### config.mk
export PLATFORM = sky130hd
export DESIGN_NAME = uart_rxq
export DESIGN_NICKNAME = d
export VERILOG_FILES = /design/src/rtl/uart_rxq_pkg.sv /design/src/rtl/uart_rxq_ctl.sv /design/src/rtl/uart_rxq_trig.sv /design/src/rtl/uart_rxq_store.sv /design/src/rtl/uart_rxq.sv
export SDC_FILE = /design/constraint.sdc
export NUM_CORES = 1
export LEC_CHECK = 0
export ABC_AREA = 1
export BUFFER_PORTS_ARGS = -buffer_cell sky130_fd_sc_hd__buf_2
export CAP_MARGIN = 20
export CORE_ASPECT_RATIO = 0.9
export CORE_MARGIN = 5
export CORE_UTILIZATION = 61
export CTS_BUF_LIST = sky130_fd_sc_hd__clkbuf_4 sky130_fd_sc_hd__clkbuf_8 sky130_fd_sc_hd__clkbuf_16
export DETAILED_ROUTE_END_ITERATION = 7
export PLACE_DENSITY = 0.89
export SKIP_CTS_REPAIR_TIMING = 1
export SYNTH_ARGS = -nofsm -noshare
export SYNTH_HDL_FRONTEND = slang
export SYNTH_HIERARCHICAL = 1
export SYNTH_SLANG_ARGS = --single-unit
export TNS_END_PERCENT = 30
### constraint.sdc
create_clock -name clk -period 2.9 [get_ports clk]
set_input_delay 0.58 -clock clk [delete_from_list [all_inputs] [get_ports clk]]
set_output_delay 0.58 -clock clk [all_outputs]
set_load 0.05 [all_outputs]
### src/rtl/uart_rxq_pkg.sv
package uart_rxq_pkg;

   typedef enum logic [1:0] {
      TRIG_SEL_A = 2'b00,
      TRIG_SEL_B = 2'b01,
      TRIG_SEL_C = 2'b10,
      TRIG_SEL_D = 2'b11
   } trig_sel_e;

   typedef struct packed {
      logic      en;
      trig_sel_e sel;
   } rxq_cfg_t;

endpackage

### src/rtl/uart_rxq_ctl.sv
module uart_rxq_ctl
   import uart_rxq_pkg::*;
#(
   parameter int EN_BIT    = 0,
   parameter int FLUSH_BIT = 1,
   parameter int SEL_LSB   = 6
) (
   input  logic       clk,
   input  logic       rst_n,
   input  logic       we_i,
   input  logic [7:0] wdata_i,
   output rxq_cfg_t   cfg_o,
   output logic       flush_o
);

   if (EN_BIT < 0 || EN_BIT > 7 || FLUSH_BIT < 0 || FLUSH_BIT > 7 ||
       SEL_LSB < 0 || SEL_LSB > 6) begin : g_bad_bits
      $error("uart_rxq_ctl: control bit position out of range");
   end

   rxq_cfg_t cfg_q;
   logic     wr_on;
   logic     unused_cfg;

   assign unused_cfg = ^wdata_i;
   assign wr_on      = we_i & wdata_i[EN_BIT];
   assign flush_o    = we_i & ((wr_on & wdata_i[FLUSH_BIT]) | (wdata_i[EN_BIT] != cfg_q.en));
   assign cfg_o      = cfg_q;

   always_ff @(posedge clk or negedge rst_n) begin
      if (!rst_n) begin
         cfg_q.en  <= 1'b0;
         cfg_q.sel <= TRIG_SEL_A;
      end else if (we_i) begin
         cfg_q.en <= wdata_i[EN_BIT];
         if (wr_on) cfg_q.sel <= trig_sel_e'(wdata_i[SEL_LSB +: 2]);
      end
   end

   // threshold code is held across a write whose enable bit is clear
   assert_sel_gated_R2: assert property (@(posedge clk) disable iff (!rst_n)
      (we_i && !wdata_i[EN_BIT]) |=> $stable(cfg_o.sel));

endmodule

### src/rtl/uart_rxq_trig.sv
module uart_rxq_trig
   import uart_rxq_pkg::*;
#(
   parameter int DEPTH = 16,
   parameter int CW    = 5,
   parameter int LVL_A = 1,
   parameter int LVL_B = 4,
   parameter int LVL_C = 8,
   parameter int LVL_D = 14
) (
   input  rxq_cfg_t        cfg_i,
   input  logic [CW-1:0]   count_i,
   output logic            trig_o
);

   if (LVL_A < 1 || LVL_A > DEPTH || LVL_B < 1 || LVL_B > DEPTH ||
       LVL_C < 1 || LVL_C > DEPTH || LVL_D < 1 || LVL_D > DEPTH) begin : g_bad_lvl
      $error("uart_rxq_trig: threshold outside 1..DEPTH");
   end

   logic [CW-1:0] thr;

   always_comb begin
      if (!cfg_i.en) begin
         thr = CW'(1);
      end else begin
         unique case (cfg_i.sel)
            TRIG_SEL_A: thr = CW'(LVL_A);
            TRIG_SEL_B: thr = CW'(LVL_B);
            TRIG_SEL_C: thr = CW'(LVL_C);
            default:    thr = CW'(LVL_D);
         endcase
      end
   end

   assign trig_o = (count_i >= thr);

endmodule

### src/rtl/uart_rxq_store.sv
module uart_rxq_store #(
   parameter int WIDTH       = 8,
   parameter int DEPTH       = 16,
   parameter int CW          = 5,
   parameter bit RESET_STORE = 1'b0
) (
   input  logic             clk,
   input  logic             rst_n,
   input  logic             push_i,
   input  logic [WIDTH-1:0] push_data_i,
   input  logic             pop_i,
   input  logic             flush_i,
   input  logic             single_i,
   output logic [WIDTH-1:0] rd_data_o,
   output logic [CW-1:0]    count_o,
   output logic             empty_o,
   output logic             full_o,
   output logic             overrun_o
);

   localparam int AW = $clog2(DEPTH);

   logic [AW-1:0]    rptr_q, wptr_q;
   logic [CW-1:0]    cnt_q, cap;
   logic [WIDTH-1:0] hold_q;
   logic             ovr_q, push_ok, pop_ok, drop;
   logic [WIDTH-1:0] ent [DEPTH];

   assign cap     = single_i ? CW'(1) : CW'(DEPTH);
   assign empty_o = (cnt_q == '0);
   assign full_o  = (cnt_q >= cap);
   assign pop_ok  = pop_i & ~empty_o & ~flush_i;
   assign push_ok = push_i & ~flush_i & (~full_o | pop_ok);
   assign drop    = push_i & ~flush_i & full_o & ~pop_ok;

   for (genvar i = 0; i < DEPTH; i++) begin : g_ent
      logic [WIDTH-1:0] q;
      logic             wen;
      assign wen    = push_ok && (wptr_q == AW'(i));
      assign ent[i] = q;
      if (RESET_STORE) begin : g_rst
         always_ff @(posedge clk or negedge rst_n) begin
            if (!rst_n)   q <= '0;
            else if (wen) q <= push_data_i;
         end
      end else begin : g_norst
         always_ff @(posedge clk) begin
            if (wen) q <= push_data_i;
         end
      end
   end

   always_ff @(posedge clk or negedge rst_n) begin
      if (!rst_n) begin
         rptr_q <= '0;
         wptr_q <= '0;
         cnt_q  <= '0;
         ovr_q  <= 1'b0;
         hold_q <= '0;
      end else if (flush_i) begin
         rptr_q <= '0;
         wptr_q <= '0;
         cnt_q  <= '0;
         ovr_q  <= 1'b0;
      end else begin
         if (push_ok) wptr_q <= wptr_q + AW'(1);
         if (pop_ok) begin
            rptr_q <= rptr_q + AW'(1);
            hold_q <= ent[rptr_q];
         end
         cnt_q <= cnt_q + CW'(push_ok) - CW'(pop_ok);
         if (drop) ovr_q <= 1'b1;
      end
   end

   assign rd_data_o = empty_o ? hold_q : ent[rptr_q];
   assign count_o   = cnt_q;
   assign overrun_o = ovr_q;

   // a flush leaves nothing stored and no overrun
   assert_flush_empties_R3: assert property (@(posedge clk) disable iff (!rst_n)
      flush_i |=> (count_o == '0) && !overrun_o);
   // overrun only clears through a flush
   assert_overrun_sticky_R6: assert property (@(posedge clk) disable iff (!rst_n)
      (overrun_o && !flush_i) |=> overrun_o);
   // a lone push into a full queue changes nothing but the flag
   assert_full_push_drop_R6: assert property (@(posedge clk) disable iff (!rst_n)
      (push_i && full_o && !pop_i && !flush_i) |=> overrun_o && $stable(count_o) && $stable(rd_data_o));
   // a pop on an empty queue keeps the count and the shown byte
   assert_pop_empty_R7: assert property (@(posedge clk) disable iff (!rst_n)
      (pop_i && empty_o && !push_i && !flush_i) |=> empty_o && $stable(rd_data_o));
   // the count never passes the storage depth
   assert_count_bound_R5: assert property (@(posedge clk) disable iff (!rst_n)
      count_o <= CW'(DEPTH));

endmodule

### src/rtl/uart_rxq.sv
module uart_rxq
   import uart_rxq_pkg::*;
#(
   parameter int WIDTH       = 8,
   parameter int DEPTH       = 16,
   parameter int LVL_A       = 1,
   parameter int LVL_B       = 4,
   parameter int LVL_C       = 8,
   parameter int LVL_D       = 14,
   parameter bit RESET_STORE = 1'b0,
   localparam int CW         = $clog2(DEPTH + 1)
) (
   input  logic             clk,
   input  logic             rst_n,
   input  logic             push_i,
   input  logic [WIDTH-1:0] push_data_i,
   input  logic             pop_i,
   input  logic             cfg_we_i,
   input  logic [7:0]       cfg_wdata_i,
   output logic [WIDTH-1:0] rd_data_o,
   output logic             empty_o,
   output logic             full_o,
   output logic [CW-1:0]    count_o,
   output logic             trig_o,
   output logic             overrun_o
);

   if (DEPTH < 2 || (DEPTH & (DEPTH - 1)) != 0) begin : g_bad_depth
      $error("uart_rxq: DEPTH must be a power of two of at least 2");
   end
   if (WIDTH < 1) begin : g_bad_width
      $error("uart_rxq: WIDTH must be positive");
   end

   rxq_cfg_t cfg;
   logic     flush;

   uart_rxq_ctl u_ctl (
      .clk     (clk),
      .rst_n   (rst_n),
      .we_i    (cfg_we_i),
      .wdata_i (cfg_wdata_i),
      .cfg_o   (cfg),
      .flush_o (flush)
   );

   uart_rxq_store #(
      .WIDTH       (WIDTH),
      .DEPTH       (DEPTH),
      .CW          (CW),
      .RESET_STORE (RESET_STORE)
   ) u_store (
      .clk         (clk),
      .rst_n       (rst_n),
      .push_i      (push_i),
      .push_data_i (push_data_i),
      .pop_i       (pop_i),
      .flush_i     (flush),
      .single_i    (~cfg.en),
      .rd_data_o   (rd_data_o),
      .count_o     (count_o),
      .empty_o     (empty_o),
      .full_o      (full_o),
      .overrun_o   (overrun_o)
   );

   uart_rxq_trig #(
      .DEPTH (DEPTH),
      .CW    (CW),
      .LVL_A (LVL_A),
      .LVL_B (LVL_B),
      .LVL_C (LVL_C),
      .LVL_D (LVL_D)
   ) u_trig (
      .cfg_i   (cfg),
      .count_i (count_o),
      .trig_o  (trig_o)
   );

   // with queuing off at most one byte is held
   assert_single_cap_R8: assert property (@(posedge clk) disable iff (!rst_n)
      !cfg.en |-> (count_o <= CW'(1)));
   // with queuing off the trigger follows any stored byte
   assert_disabled_trig_R8: assert property (@(posedge clk) disable iff (!rst_n)
      !cfg.en |-> (trig_o == !empty_o));
   // a write that flips the enable bit empties the queue
   assert_toggle_flush_R9: assert property (@(posedge clk) disable iff (!rst_n)
      (cfg_we_i && (cfg_wdata_i[0] != cfg.en)) |=> empty_o);

endmodule

==> out/summary.txt, run 1 <==
Outcome: finished clean
Synth cell types: 25
Vias in the first global route: 5300
Initial DRC Count: 777
Count of state elements after synthesis: 153
Layout cells sized above 1: 14.16%
GPL Wtd Cong: 0.8736
TritonRoute pass-1 iters: 5
Total global-route track usage: 24.87%
Top post-synthesis cells by count: 287 x nand2_1, 128 x edfxtp_1, 75 x inv_1, 65 x nor2_1, 62 x nand3_1
Worst setup SP type: register
First-pass GRT wire length: 26130 um
Fin crit share: 99.42%
Wire per inst: 17.86 um
Antenna Cells: 0
CTS root buf: clkbuf_16
Seq pwr share: 34.5%
Initial Utilization: 62.24%
Fin. Hold Viols: 0
Ys async rst share: 16.34%
Clock Path Buffers: 2
R2R Setup Slk: 0.26 ns
Hold Crit Class: in2async
CTS tree: yes
Post-route DRC: 0
Fillers: 720
Slew Viols, Final: 0
Syn nets: 778
Top cells by area, synth: edfxtp_1 54%, nand2_1 15%, dfrtp_1 8.8%
Syn_area_per_cell: 9.643 um^2
Routing usage on met1: 32.02%
Layout area overhead: 14.42%
# setup viols final: 0
M3 GR Usage: 5.793%
Critical Path AT: 2.30 ns
Yosys warnings: 6
Fin util: 71.21%
Post-Route WL: 17170 um
Clock power frac: 26.2%
Seq/Total Area, Yosys: 62.80%
Std-Cell Rows: 37
Main synth FF type: edfxtp_1
Antenna violations before repair: 0
Required time of the critical path: 2.32 ns
Worst-path clk slew: 0.06 ns
Post-DP HPWL: 10380 um
Sinks on Clock Net: 153
Met2 Usage GRT: 40.00%
Maximum number of pins on one net before global-route repair: 83
Worst-path fanout max: 10
Post-Syn Instances: 738
Die H: 112.5 um
Die area: 13930 um^2
IO Pins: 38
Synth top area share: 54.01%
Logic pwr share: 39.3%
Final Power: 0.007985 W
Slew headroom: 61.22%
Number of CTS-inserted buffers: 17
Global route overflow: 0
Fmax: 346.8 MHz
Core ar.: 11430 um^2
Final antenna-violating net count: 0
Worst-Margin Slew: 0.5817 ns
Post-synth top area cell: edfxtp_1
Fin crit period: 2.883 ns
Vias: 5418
Sw power: 0.003337 W
Layout net count: 832
H-tree depth: 4
Global routing's busiest layer: met2
Cell-internal power: 0.004648 W
Post-synth design cell area: 7117 um^2
Port bufs: 33
Setup Skew: 0.01004 ns
Post-synth EDFFs: 128
Most numerous cell in the Yosys netlist: nand2_1
Switch share: 41.79%
Worst vdd ir: 0.6203 mV
Critical path class: reg2out
Max_cap viols: 0
Die W: 123.9 um
Vias per cell: 5.638
Worst-Skew Late Latency: 0.43 ns
CP endpoint kind: output port
Power per cell area: 980.6 nW/um^2
Leakage: 3.625 nW
flip-flops by register name (all words and copies together) (netlist names):
name	flops
u_store/g_ent.q	128
u_store/hold_q	8
u_store/count_o	5
u_store/rptr_q	4
u_store/wptr_q	4
u_ctl/cfg_o	3
u_store/overrun_o	1
cell families after synthesis:
kind of cell,Yosys count,synth area share [%]
simple gates,440,25.25
flops,153,62.80
buf+inv,109,7.103
fa+ha+maj,19,3.446
compound gates,13,0.9142
xor+xnor,4,0.4924
cells in the final DEF, fill, tap and decap left out, types with 8 or more instances in the layout:
| cell type | instances |
|---|---|
| nand2_1 | 286 |
| buf_4 | 25 |
| ha_1 | 18 |
| buf_2 | 31 |
| edfxtp_1 | 128 |
| clkbuf_16 | 20 |
| nand3_1 | 61 |
| o21ai_0 | 8 |
| nor3_1 | 17 |
| inv_1 | 75 |
| nor2_1 | 65 |
| dfrtp_1 | 20 |
worst paths after layout:
path / from / to / depth (start not counted)
worst max-delay path: u_store/rptr_q[3]$_DFFE_PN0P_ / rd_data_o[0] / 8
worst min-delay path: rst_n / u_store/hold_q[3]$_DFFE_PN0P_ / 1
worst max register to register: u_ctl/cfg_o[2]$_DFFE_PN0P_ / u_store/count_o[4]$_DFF_PN0_ / 16
worst min register to register: u_store/hold_q[7]$_DFFE_PN0P_ / u_store/hold_q[7]$_DFFE_PN0P_ / 2
max in group asynchronous: rst_n / u_ctl/cfg_o[2]$_DFFE_PN0P_ / 1
min in group clk: cfg_wdata_i[7] / u_ctl/cfg_o[1]$_DFFE_PN0P_ / 3
layer usage:
layer	routed length (um)	up-vias
met5	0	-
met4	630	0
met3	1732	57
met2	8254	343
met1	6548	2541
li1	-	2477
layout make-up:
cell class | instances | area [um^2] | area share, %
flip-flops and latches | 153 | 4476 | 54.96
multi-input cells | 476 | 2150 | 26.40
clock buffers | 22 | 498.0 | 6.116
repair buffers | 61 | 430.4 | 5.286
inverters | 83 | 329.1 | 4.041
well taps | 156 | 195.2 | 2.397
clock inverters | 10 | 65.06 | 0.7990
power by group through the flow:
stage                     registers, W  clock network (W)  logic [W]
after floorplan                0.00285                  0    0.00216
after global placement         0.00276                  0    0.00280
after detailed placement       0.00277                  0    0.00294
after CTS                      0.00273            0.00210    0.00297
after global routing           0.00277            0.00220    0.00341
final                          0.00276            0.00209    0.00314
worst max-delay path, cell delays in order (launching register included):
cell,delay (ns)
dfrtp_1,0.57
clkinv_1,0.44
nand2_1,0.24
nor2_1,0.08
nand2_1,0.11
nand2_1,0.12
nand2_1,0.08
nand2_1,0.04
buf_2,0.20
per-stage QoR:
step           hold slack [ns]  area [um^2]  cells  setup TNS [ns]  worst slack [ns]
6_report                0.1503         8143    961               0           0.01680
5_1_grt                 0.2048         8143    961        -0.04602          -0.04210
4_1_cts                 0.1670         8051    957               0        0.00009193
3_5_place_dp            0.4679         7488    925               0            0.1004
3_3_place_gp            0.4640         7488    925               0            0.1828
2_1_floorplan           0.2844         7123    738               0           0.07233
(Power assumes the default switching activity.)
==> run 2: changes to the inputs <==
CORE_UTILIZATION = 50   (was 61)
PLACE_DENSITY = 0.79   (was 0.89)
clock period = 2.6 ns   (was 2.9 ns; I/O delays follow)
==> run 2 against run 1 <==
Net effect:
- the run now ends with setup timing left
- combinational power grew 46%
- clock skew hardly changed
- worst setup slack got worse by 0.069 ns
- sequential power increased by 10%
- design area is 8.4% higher
- critical endpoint is now rd_data_o[4]
- first-iteration DRC count fell by 9.3%
- critical path type unchanged
- critical path depth up 3
- core utilization shrank 8.2 points
- non-clock buffer count rose by 21
==> out/summary.txt, run 2 (same netlist as run 1, synthesis figures left out) <==
Worst vdd ir: 0.5761 mV (was 0.6203 mV)
Leakage: 3.860 nW (was 3.625 nW)
Fin. Hold Viols: 0 (unchanged)
Failing checks: setup timing
Worst-path clk slew: 0.06 ns (about the same)
Final antenna-violating net count: 0 (unchanged)
Setup Skew: 0.009806 ns (was 0.01004 ns)
Layout net count: 854 (was 832)
Max_cap viols: 0 (unchanged)
Total global-route track usage: 19.89% (was 24.87%)
Post-route DRC: 0 (unchanged)
Required time of the critical path: 2.08 ns (was 2.32 ns)
Worst setup SP type: register (unchanged)
Fin crit period: 2.652 ns
Hold Crit Class: in2async (unchanged)
Maximum number of pins on one net before global-route repair: 82 (was 83)
Worst path max stage delay: 0.49 ns (was 0.57 ns)
Hold Slack: 0.09409 ns (was 0.1503 ns)
Fmax: 377.0 MHz
Setup repair after global routing missed its margin: yes
Sinks on Clock Net: 153 (unchanged)
Critical path class: reg2out (unchanged)
Vias per cell: 5.478 (was 5.638)
Initial DRC Count: 705 (was 777)
Setup TNS: -0.1177 ns (was 0 ns)
Vias in the first global route: 4898 (was 5300)
Die H: 123.2 um (was 112.5 um)
CTS root buf: clkbuf_16 (unchanged)
Max reg flops: 128 (unchanged)
Final critical-path setup slack: -0.05239 ns (was 0.01680 ns)
Antenna Cells: 0 (unchanged)
DP Cell Count: 973 (was 925)
Layout cells sized above 1: 24.09% (was 14.16%)
Initial Utilization: 50.82% (was 62.24%)
Slew Viols, Final: 0 (unchanged)
TritonRoute pass-1 iters: 5 (unchanged)
Post-Route WL: 18540 um (was 17170 um)
Clock Path Buffers: 2 (unchanged)
Port bufs: 33 (unchanged)
GPL Wtd Cong: 0.8803 (was 0.8736)
Fin crit share: 102.0%
CP endpoint kind: output port (unchanged)
Post-DP HPWL: 9904 um (was 10380 um)
Std-Cell Rows: 41 (was 37)
Buf/Inv on CP: 4 (was 2)
Die area: 16720 um^2 (was 13930 um^2)
Critical path's most frequent cell: nand2_2 (was nand2_1)
Fillers: 1004 (was 720)
Core ar.: 14000 um^2 (was 11430 um^2)
First-pass GRT wire length: 25100 um (was 26130 um)
Wire per inst: 18.19 um (was 17.86 um)
Outcome: complete, but fails checks (was finished clean)
Sequence of cells on the critical path: buf_12 > clkinv_16 > clkbuf_16 > nand2_1 > nand3_1 > nand3_2 > nand2_2 > nand2_2 > nand2_1 > nand2_2 > buf_8 (was clkinv_1 > nand2_1 > nor2_1 > nand2_1 > nand2_1 > nand2_1 > nand2_1 > buf_2)
Global route overflow: 0 (unchanged)
Worst-Margin Slew: 0.5721 ns (was 0.5817 ns)
Vias: 5582 (was 5418)
Worst-Skew Late Latency: 0.42 ns (was 0.43 ns)
Setup Slack @ Placement: -0.08644 ns (was 0.1004 ns)
Top reg by flops: u_store/g_ent.q (unchanged)
IO Pins: 38 (unchanged)
Top flop regs: u_store/g_ent.q: 128 flops, u_store/hold_q: 8 flops, u_store/count_o: 5 flops (unchanged)
Die W: 135.8 um (was 123.9 um)
Crit path max-delay family: simple AND/OR/NAND/NOR gates (unchanged)
Most common cell after layout, fill and taps aside: nand2_1 (unchanged)
Final Power: 0.01007 W (was 0.007985 W)
Slowest CP cell: dfrtp_4 (was dfrtp_1)
Finished Layout Cells: 1019 (was 961)
# setup viols final: 3 (was 0)
H-tree depth: 4 (unchanged)
Most frequent cells in the layout: 261 x nand2_1, 128 x edfxtp_1, 74 x inv_1 (was 286 x nand2_1, 128 x edfxtp_1, 75 x inv_1)
Slew headroom: 61.86% (was 61.22%)
Number of CTS-inserted buffers: 17 (unchanged)
Critical Path AT: 2.13 ns (was 2.30 ns)
Power per cell area: 1141 nW/um^2 (was 980.6 nW/um^2)
Layout area overhead: 24.03% (was 14.42%)
Worst-path fanout max: 14 (was 10)
CTS tree: yes (unchanged)
Antenna violations before repair: 0 (unchanged)
==> run 2: cell count changes in the layout (fill, tap and decap cells not counted), sizes merged <==
cell      before  now
clkinvlp       1    2
bufinv         0    2
clkinv         9    7
inv           83   87
buf           58   76
clkbuf        25   23
==> run 2: final cells by class <==
| type | instances | area (um^2) | share of cell area [%] |
|---|---|---|---|
| timing repair buffer | 82 | 802.0 | 9.086 |
| multi-input combinational | 476 | 2361 | 26.75 |
| sequential | 153 | 4481 | 50.76 |
| tap | 193 | 241.5 | 2.736 |
| clock inverter | 14 | 161.4 | 1.828 |
| clock buffer | 17 | 425.4 | 4.819 |
| timing repair inverter | 1 | 11.26 | 0.1276 |
| inverter | 83 | 344.1 | 3.898 |
==> run 2: power breakdown <==
part | switching [W] | leakage [nW] | internal, W | total [W]
clock network | 0.00102 | 0.289 | 0.00143 | 0.00245
registers | 0.000159 | 1.46 | 0.00289 | 0.00304
logic | 0.00296 | 2.11 | 0.00161 | 0.00457
==> run 2: metal layers <==
layer  wire length [um]  track usage [%]
met5                  0                0
met4                833            9.320
met3               1671            3.906
met2               9100            32.56
met1               6934            25.81
==> run 2: final timing paths <==
check                                                   start                            end  slack, ns  cells past startpoint
worst max-delay path            u_store/rptr_q[0]$_DFFE_PN0P_                   rd_data_o[4]      -0.05                     11
worst min-delay path                                    rst_n  u_store/hold_q[2]$_DFFE_PN0P_       0.09                      1
worst max register to register   u_store/count_o[2]$_DFF_PN0_   u_store/count_o[4]$_DFF_PN0_       0.17                     14
worst min register to register  u_store/hold_q[2]$_DFFE_PN0P_  u_store/hold_q[2]$_DFFE_PN0P_       0.48                      2
max in group asynchronous                               rst_n  u_store/rptr_q[0]$_DFFE_PN0P_       2.07                      1
min in group clk                               cfg_wdata_i[7]     u_ctl/cfg_o[1]$_DFFE_PN0P_       0.34                      3
==> run 2: through the flow <==
step | utilization (%) | area [um^2]
after global routing | 63.03 | 8827
final | 63.03 | 8827
after floorplan | - | 7124
after global placement | 54.58 | 7644
after detailed placement | 54.58 | 7644
after CTS | 58.77 | 8230
==> run 2: worst reg2reg max path, delay by kind of cell, from the launching register on <==
family | cells | cell delay (ns)
flops | 1 | 0.39
simple gates | 7 | 0.61
fa+ha+maj | 3 | 0.74
compound gates | 1 | 0.16
buf+inv | 2 | 0.25
xor+xnor | 1 | 0.16
